### src/rtl/qtim_pkg.sv
// Package: shared sizes and control-word bit positions for the quad timer.
// Assumes a 32-bit data path and four channels.
package qtim_pkg;
    localparam int NUM_CH  = 4;
    localparam int DATA_W  = 32;
    localparam int HALF_W  = DATA_W / 2;
    localparam int CTRL_W  = 8;
    localparam int PRE_W   = 8;

    // Control word bit positions (software visible)
    localparam int C_EN    = 7;
    localparam int C_PER   = 6;
    localparam int C_PSHI  = 3;
    localparam int C_PSLO  = 2;
    localparam int C_WIDE  = 1;
    localparam int C_ONCE  = 0;
    localparam logic [CTRL_W-1:0] CTRL_WMASK = 8'hCF;

    typedef enum logic [1:0] {
        PS_DIV1   = 2'b00,
        PS_DIV16  = 2'b01,
        PS_DIV256 = 2'b10,
        PS_ALT256 = 2'b11
    } presc_e;

    // Register slot inside a channel's 16-byte window
    typedef enum logic [1:0] {
        SLOT_LOAD = 2'b00,
        SLOT_CNT  = 2'b01,
        SLOT_CTRL = 2'b10,
        SLOT_BG   = 2'b11
    } slot_e;
endpackage

### src/rtl/qtim_prescaler.sv
// Module: tick prescaler for one channel.
// It counts tick pulses while the channel runs and emits one step per 1, 16 or
// 256 ticks. A clear input restarts the window. It assumes tick_i lasts one cycle per tick.
module qtim_prescaler
    import qtim_pkg::*;
#(
    parameter int PW = PRE_W
) (
    input  logic       clk,
    input  logic       rst_n,
    input  logic       tick_i,
    input  logic       run_i,
    input  logic       clr_i,
    input  logic [1:0] sel_i,
    output logic       step_o
);
    logic [PW-1:0] cnt;
    logic [PW-1:0] lim;

    // Terminal count for the selected division
    always_comb begin
        case (presc_e'(sel_i))
            PS_DIV1:  lim = '0;
            PS_DIV16: lim = PW'(15);
            default:  lim = PW'(255);
        endcase
    end

    assign step_o = run_i && tick_i && (cnt == lim);

    // Tick counter; restarts on clear or at the end of the window
    always_ff @(posedge clk) begin
        if (!rst_n)             cnt <= '0;
        else if (clr_i)         cnt <= '0;
        else if (run_i && tick_i) cnt <= (cnt == lim) ? '0 : cnt + PW'(1);
    end


    step_needs_tick_chk: assert property (@(posedge clk) disable iff (!rst_n)
        step_o |-> (tick_i && run_i));

    clr_restarts_chk: assert property (@(posedge clk) disable iff (!rst_n)
        clr_i |=> (cnt == '0));
endmodule

### src/rtl/qtim_channel.sv
// Module: one down-counting channel with load, background load and control.
// It decrements on each prescaled step. At zero it stops, wraps or reloads,
// as the control word says, and pulses uflow_o. It assumes at most one register write per cycle.
module qtim_channel
    import qtim_pkg::*;
(
    input  logic              clk,
    input  logic              rst_n,
    input  logic              tick_i,
    input  logic              load_we,
    input  logic              ctrl_we,
    input  logic              bg_we,
    input  logic [DATA_W-1:0] wdata,
    output logic [DATA_W-1:0] load_q,
    output logic [DATA_W-1:0] cnt_q,
    output logic [DATA_W-1:0] ctrl_q,
    output logic [DATA_W-1:0] bg_q,
    output logic              uflow_o
);
    logic [DATA_W-1:0] load_r, cnt_r, bg_r;
    logic [CTRL_W-1:0] ctrl_r;
    logic              step, wide, at_zero;
    logic [DATA_W-1:0] cnt_vis;

    assign wide    = ctrl_r[C_WIDE];
    assign cnt_vis = wide ? cnt_r : {{HALF_W{1'b0}}, cnt_r[HALF_W-1:0]};
    assign at_zero = (cnt_vis == '0);

    qtim_prescaler u_pre (
        .clk    (clk),
        .rst_n  (rst_n),
        .tick_i (tick_i),
        .run_i  (ctrl_r[C_EN]),
        .clr_i  (ctrl_we || load_we),
        .sel_i  (ctrl_r[C_PSHI:C_PSLO]),
        .step_o (step)
    );

    assign uflow_o = step && at_zero && !load_we;

    // Register file and counter update
    always_ff @(posedge clk) begin
        if (!rst_n) begin
            load_r <= '0;
            cnt_r  <= '0;
            bg_r   <= '0;
            ctrl_r <= '0;
        end else begin
            if (bg_we) bg_r <= wdata;
            if (ctrl_we)
                ctrl_r <= wdata[CTRL_W-1:0] & CTRL_WMASK;
            else if (uflow_o && ctrl_r[C_ONCE])
                ctrl_r[C_EN] <= 1'b0;
            if (load_we) begin
                load_r <= wdata;
                cnt_r  <= wdata;
            end else if (step) begin
                if (!at_zero)
                    cnt_r <= wide ? cnt_r - DATA_W'(1)
                                  : {{HALF_W{1'b0}}, cnt_r[HALF_W-1:0] - HALF_W'(1)};
                else if (ctrl_r[C_ONCE])
                    cnt_r <= '0;
                else if (ctrl_r[C_PER])
                    cnt_r <= wide ? bg_r : {{HALF_W{1'b0}}, bg_r[HALF_W-1:0]};
                else
                    cnt_r <= wide ? '1 : {{HALF_W{1'b0}}, {HALF_W{1'b1}}};
            end
        end
    end

    assign load_q = load_r;
    assign cnt_q  = cnt_vis;
    assign ctrl_q = {{(DATA_W-CTRL_W){1'b0}}, ctrl_r};
    assign bg_q   = bg_r;


    hold_when_idle_chk: assert property (@(posedge clk) disable iff (!rst_n)
        (!(tick_i && ctrl_r[C_EN]) && !load_we) |=> $stable(cnt_r));

    oneshot_stops_chk: assert property (@(posedge clk) disable iff (!rst_n)
        (uflow_o && ctrl_r[C_ONCE] && !ctrl_we) |=> (!ctrl_r[C_EN] && cnt_vis == '0));

    narrow_upper_chk: assert property (@(posedge clk) disable iff (!rst_n)
        !ctrl_r[C_WIDE] |-> (cnt_q[DATA_W-1:HALF_W] == '0));
endmodule

### src/rtl/qtim_irq.sv
// Module: shared raw status, mask, masked status and combined interrupt.
// The set inputs are one-cycle underflow pulses. A set beats a clear that arrives in the same cycle.
module qtim_irq
    import qtim_pkg::*;
(
    input  logic              clk,
    input  logic              rst_n,
    input  logic [NUM_CH-1:0] set_i,
    input  logic              mask_we,
    input  logic              clr_we,
    input  logic [NUM_CH-1:0] wbits,
    output logic [NUM_CH-1:0] raw_q,
    output logic [NUM_CH-1:0] mask_q,
    output logic [NUM_CH-1:0] mis_q,
    output logic              irq_o
);
    logic [NUM_CH-1:0] clr_bits;

    assign clr_bits = clr_we ? wbits : '0;

    // Raw status: clear by write-one, set by underflow (set wins)
    always_ff @(posedge clk) begin
        if (!rst_n) raw_q <= '0;
        else        raw_q <= (raw_q & ~clr_bits) | set_i;
    end

    // Mask register
    always_ff @(posedge clk) begin
        if (!rst_n)       mask_q <= '0;
        else if (mask_we) mask_q <= wbits;
    end

    assign mis_q = raw_q & mask_q;
    assign irq_o = |mis_q;


    set_lands_chk: assert property (@(posedge clk) disable iff (!rst_n)
        (|set_i) |=> ((raw_q & $past(set_i)) == $past(set_i)));

    clear_lands_chk: assert property (@(posedge clk) disable iff (!rst_n)
        (clr_we && set_i == '0) |=> ((raw_q & $past(wbits)) == '0));
endmodule

### src/rtl/quad_dntimer.sv
// Module: top of the quad down-counting timer.
// It decodes the register bus, instantiates four channels and the shared interrupt logic,
// and muxes the read data. It assumes one clock for bus and counters and aligned word accesses.
module quad_dntimer
    import qtim_pkg::*;
#(
    parameter int ADDR_W = 8
) (
    input  logic              clk,
    input  logic              rst_n,
    input  logic              tick_en,
    input  logic [ADDR_W-1:0] bus_addr,
    input  logic [DATA_W-1:0] bus_wdata,
    input  logic              bus_wr,
    input  logic              bus_rd,
    output logic [DATA_W-1:0] bus_rdata,
    output logic              irq_o
);
    localparam int BLK_W = ADDR_W - 4;

    logic [BLK_W-1:0]  blk;
    logic [1:0]        slot;
    logic              aligned;
    logic              shared_hit;
    logic [NUM_CH-1:0] uflow;
    logic [NUM_CH-1:0] raw, mask, mis;
    logic [DATA_W-1:0] ch_load [NUM_CH];
    logic [DATA_W-1:0] ch_cnt  [NUM_CH];
    logic [DATA_W-1:0] ch_ctrl [NUM_CH];
    logic [DATA_W-1:0] ch_bg   [NUM_CH];

    assign blk        = bus_addr[ADDR_W-1:4];
    assign slot       = bus_addr[3:2];
    assign aligned    = (bus_addr[1:0] == 2'b00);
    assign shared_hit = aligned && (blk == '0);

    // Per-channel instances with their own write decode
    for (genvar n = 0; n < NUM_CH; n++) begin : g_ch
        logic hit;
        assign hit = aligned && (blk == BLK_W'(n + 1));
        qtim_channel u_ch (
            .clk     (clk),
            .rst_n   (rst_n),
            .tick_i  (tick_en),
            .load_we (bus_wr && hit && slot == SLOT_LOAD),
            .ctrl_we (bus_wr && hit && slot == SLOT_CTRL),
            .bg_we   (bus_wr && hit && slot == SLOT_BG),
            .wdata   (bus_wdata),
            .load_q  (ch_load[n]),
            .cnt_q   (ch_cnt[n]),
            .ctrl_q  (ch_ctrl[n]),
            .bg_q    (ch_bg[n]),
            .uflow_o (uflow[n])
        );
    end

    qtim_irq u_irq (
        .clk     (clk),
        .rst_n   (rst_n),
        .set_i   (uflow),
        .mask_we (bus_wr && shared_hit && slot == 2'd0),
        .clr_we  (bus_wr && shared_hit && slot == 2'd3),
        .wbits   (bus_wdata[NUM_CH-1:0]),
        .raw_q   (raw),
        .mask_q  (mask),
        .mis_q   (mis),
        .irq_o   (irq_o)
    );

    // Read data mux, zero when no read strobe or no hit
    always_comb begin
        bus_rdata = '0;
        if (bus_rd && shared_hit) begin
            case (slot)
                2'd0:    bus_rdata = DATA_W'(mask);
                2'd1:    bus_rdata = DATA_W'(raw);
                2'd2:    bus_rdata = DATA_W'(mis);
                default: bus_rdata = '0;
            endcase
        end
        for (int n = 0; n < NUM_CH; n++) begin
            if (bus_rd && aligned && blk == BLK_W'(n + 1)) begin
                case (slot_e'(slot))
                    SLOT_LOAD: bus_rdata = ch_load[n];
                    SLOT_CNT:  bus_rdata = ch_cnt[n];
                    SLOT_CTRL: bus_rdata = ch_ctrl[n];
                    default:   bus_rdata = ch_bg[n];
                endcase
            end
        end
    end


    irq_follows_mask_chk: assert property (@(posedge clk) disable iff (!rst_n)
        irq_o |-> ((raw & mask) != '0));

    quiet_after_reset_chk: assert property (@(posedge clk)
        !rst_n |=> (!irq_o && raw == '0));
endmodule

### config.mk
export PLATFORM = sky130hd
export DESIGN_NAME = quad_dntimer
export DESIGN_NICKNAME = d
export VERILOG_FILES = /design/src/rtl/qtim_pkg.sv /design/src/rtl/qtim_prescaler.sv /design/src/rtl/qtim_channel.sv /design/src/rtl/qtim_irq.sv /design/src/rtl/quad_dntimer.sv
export SDC_FILE = /design/constraint.sdc
export NUM_CORES = 1
export LEC_CHECK = 0
export BUFFER_PORTS_ARGS = -buffer_cell sky130_fd_sc_hd__buf_2
export CAP_MARGIN = 20
export CORE_MARGIN = 2
export CORE_UTILIZATION = 45
export DETAILED_ROUTE_END_ITERATION = 10
export GPL_TIMING_DRIVEN = 0
export PLACE_DENSITY = 0.68
export RECOVER_POWER = 50
export SLEW_MARGIN = 20
export SYNTH_ARGS = -nofsm -noshare
export SYNTH_HDL_FRONTEND = slang
export SYNTH_SLANG_ARGS = --single-unit
### constraint.sdc
create_clock -name clk -period 3 [get_ports clk]
set_clock_uncertainty 0.1 [all_clocks]
set_input_delay 0.45 -clock clk [delete_from_list [all_inputs] [get_ports clk]]
set_output_delay 0.45 -clock clk [all_outputs]
set_load 0.01 [all_outputs]
==> key figures <==
Status
  • Status: complete, but fails checks
  • Failing checks: setup timing

Synth
  • Synthesized area: between 20000 and 25000 um^2
  • Top-area cell type share of the netlist area: 0.360
  • Register bit total from synthesis: approximately 450
  • Synth cell types: 83
  • Ys async rst share: 0
  • Ranking of synthesized cells by area: dfxtp_1 (36%), nand2_1 (12%), a21oi_1 (8.5%)
  • Seq/Total Area, Yosys: 0.360
  • Cell taking the most area after synthesis: dfxtp_1
  • Post-synth EDFFs: 0
  • Most used DFF post-synth: dfxtp_1
  • Syn Area/Cell: about 7.3 um^2
  • Post-Synthesis Cells: around 3.4k
  • Yosys Warn Count: 0
  • Syn Nets: around 3.5k

Worst setup path
  • Worst-path fanout max: 10
  • Worst R2R Path Depth: 9
  • Crit end category: flop
  • CP required: around 3400 ps
  • Worst EP arrival: roughly 3700 ps
  • Setup slack, reg-to-reg: approximately 70 ps
  • Worst reg2reg endpoint: g_ch[2].u_ch.cnt_r[19]
  • Crit start category: primary input
  • Worst reg2reg path startpoint: g_ch[2].u_ch.cnt_r[17]
  • Worst Path Class, Setup: in -> reg

Pwr
  • Leak: about 10 nW
  • Maximum VDD drop: around 400 uV
  • Total Power: between 10 and 15 mW
  • Power per cell area: around 470 nW/um^2

Clock network
  • Total CTS buffers: between 50 and 60
  • H-tree lvl count: 2
  • Clock Sinks: around 450
  • Clk buf depth: 3
  • Worst-Skew Late Latency: between 600 and 700 ps
  • Worst-path clk slew: 70 ps
  • CTS tree: built
  • Cts hold-fix bufs: 0
  • CTS Root Buffer Type: clkbuf_16

STA
  • Fin. max-slew vios: 0
  • FMAX: 309 MHz
  • Fin crit share: 1.08
  • Final Hold Fails: 0
  • Slew @ Worst Pin: approximately 1400 ps
  • Worst relative slew slack: 0.0780
  • Min cycle time layout: ~3200 ps
  • RSZ-0062 raised after global routing: yes
  • Final setup vio count: 26
  • Final Worst Setup Slack: -232 ps

Global routing
  • GRT overflow: 0
  • First-pass GRT wire length: 168000 um
  • Largest net degree at the start of global routing: 14
  • Total track usage: 0.399
  • Number of global-route vias before repair: approximately 25k
  • Initial antenna violation count: 6

Flow run
  • MaxCap Viol Count: 0

Cells and area
  • Nets: approximately 3.6k
  • P&R area growth vs syn: 15.9%
  • Commonest non-fill, non-tap cells in the layout: nand2_1 (789), dfxtp_1 (444), a21oi_1 (400), nor2_1 (237), o21ai_0 (208)
  • Post-route insts no fill: ~4.3k
  • Layout cells sized above 1: 0.115
  • ANT cells: 0
  • Commonest non-fill, non-tap cell in the layout: nand2_1

Route
  • Post-route ant nets: 0
  • DRC viols: 0
  • Vias per inst: between 6 and 7
  • DR WL/cell: 27.3 um
  • DR iter-0 viols: between 4k and 5k
  • Drt total wl: around 120000 um
  • 1st-pass router iterations: 7
  • Detailed-route via count: between 20k and 30k

Floorplan
  • Chip width: between 200 and 250 um
  • Die area: 57300 um^2
  • Core Area: 55000 um^2
  • Initial core utilization: 0.453
  • Core Rows: 86
  • I/O pins: 78
  • Die height: 239 um

Placed design
  • Dpl hpwl: between 80000 and 90000 um
  • RD Place Congestion: 1.17
  • Inst Count DP: roughly 4.2k
  • IO Port Bufs: 50

Hold path
  • Hold Path End: g_ch[1].u_ch.load_q[28]
  • Hold Path Origin: bus_wdata[28]
  • Hold Crit Class: in -> reg
  • Hold depth: 3
[registers in the layout, summed over array words and instances, names as in the netlist]
signal and count:
g_ch.u_ch.bg_q 128, g_ch.u_ch.cnt_r 128, g_ch.u_ch.ctrl_r 24, g_ch.u_ch.load_q 128, g_ch.u_ch.u_pre.cnt 32, u_irq.mask_q 4
u_irq.raw_q 4
[layout make-up]
| cell class | instances | area, um^2 |
|---|---|---|
| multi-input combinational | 2638 | 15400 |
| tap | 748 | 936 |
| clock buffer | 79 | 1560 |
| inverter | 33 | 124 |
| clock inverter | 13 | 176 |
| sequential | 448 | 8980 |
| timing repair buffer | 55 | 289 |
| fill | 5465 | 26100 |
| buffer | 286 | 1460 |
[worst max-delay path, cell delays in order]
cell and delay [ps]:
clkbuf_1 880, clkdlybuf4s15_1 900, clkdlybuf4s15_1 970, o21ai_0 250, a21oi_1 190
[per-layer routing]
layer / global-route usage / part of all wire / vias to the layer above
li1: - / - / 12300
met2: 0.547 / 0.39 / 1941
met5: 0 / 0.00021 / -
met3: 0.118 / 0.13 / 403
met1: 0.528 / 0.39 / 13000
met4: 0.294 / 0.085 / 4
[worst max-delay path by stage]
stage / from / end / depth (start not counted)
final: rst_n / g_ch[3].u_ch.cnt_r[6] / 5
after detailed placement: bus_addr[3] / bus_rdata[2] / 8
after global routing: g_ch[0].u_ch.cnt_r[22] / g_ch[0].u_ch.cnt_r[11] / 9
after global placement: bus_addr[3] / bus_rdata[2] / 8
after CTS: bus_addr[2] / bus_rdata[8] / 10
after floorplan: bus_addr[2] / bus_rdata[13] / 8
[power by group]
group,switching (mW),internal [mW]
registers,0.00902,5.95
clock network,2.74,3.91
logic,0.811,0.224
total,3.56,10.1
[repair_timing]
| item | CTS | global route |
|---|---|---|
| resized for setup | 210 | 137 |
| endpoints found under the setup margin | 261 | 192 |
| endpoints found under the hold margin | 0 | 0 |
| pin swaps | 11 | 13 |
| buffers inserted | 3 | 1 |
[metrics by stage]
stage	setup TNS (ps)	util	cell area, um^2	hold slack [ps]	worst slack (ps)
6_report	-2110	0.526	28900	17.8	-232
5_1_grt	-141	0.526	28900	42.4	-43.3
4_1_cts	-340	0.518	28500	9.20	-80.2
3_5_place_dp	-298720	0.476	26100	346	-2300
3_3_place_gp	-341260	0.475	26100	341	-2350
2_1_floorplan	0	-	24900	333	114
[cell families after synthesis]
logic type      count (synthesis)  synth area share
compound gates               1031             0.246
fa+ha+maj                      12           0.00602
buf+inv                       328            0.0509
simple gates                 1370             0.240
xor+xnor                      121            0.0425
flops                         448             0.360
mux                           104            0.0546
[synth_stat cells, drive strengths merged (11+ instances only)]
cell and number:
nand2 790, xnor2 64, buf 36, nor3 71
inv 31, nor4 36, o22ai 53, o211ai 46
xor2 57, a211o 12, mux4 24, dfxtp 448
nand2b 26, mux2i 64, a22oi 38, nand4 30
a21o 38, o21ai 254, or4 30, clkbuf 259
or3 15, nor2 242, ha 12, and3 30
a21oi 424, and2 11, a31oi 20, a211oi 11
a221oi 30, nand3 50, a21boi 13, o21a 12
mux2 16
Note: power is estimated with default switching activity, not from simulation.
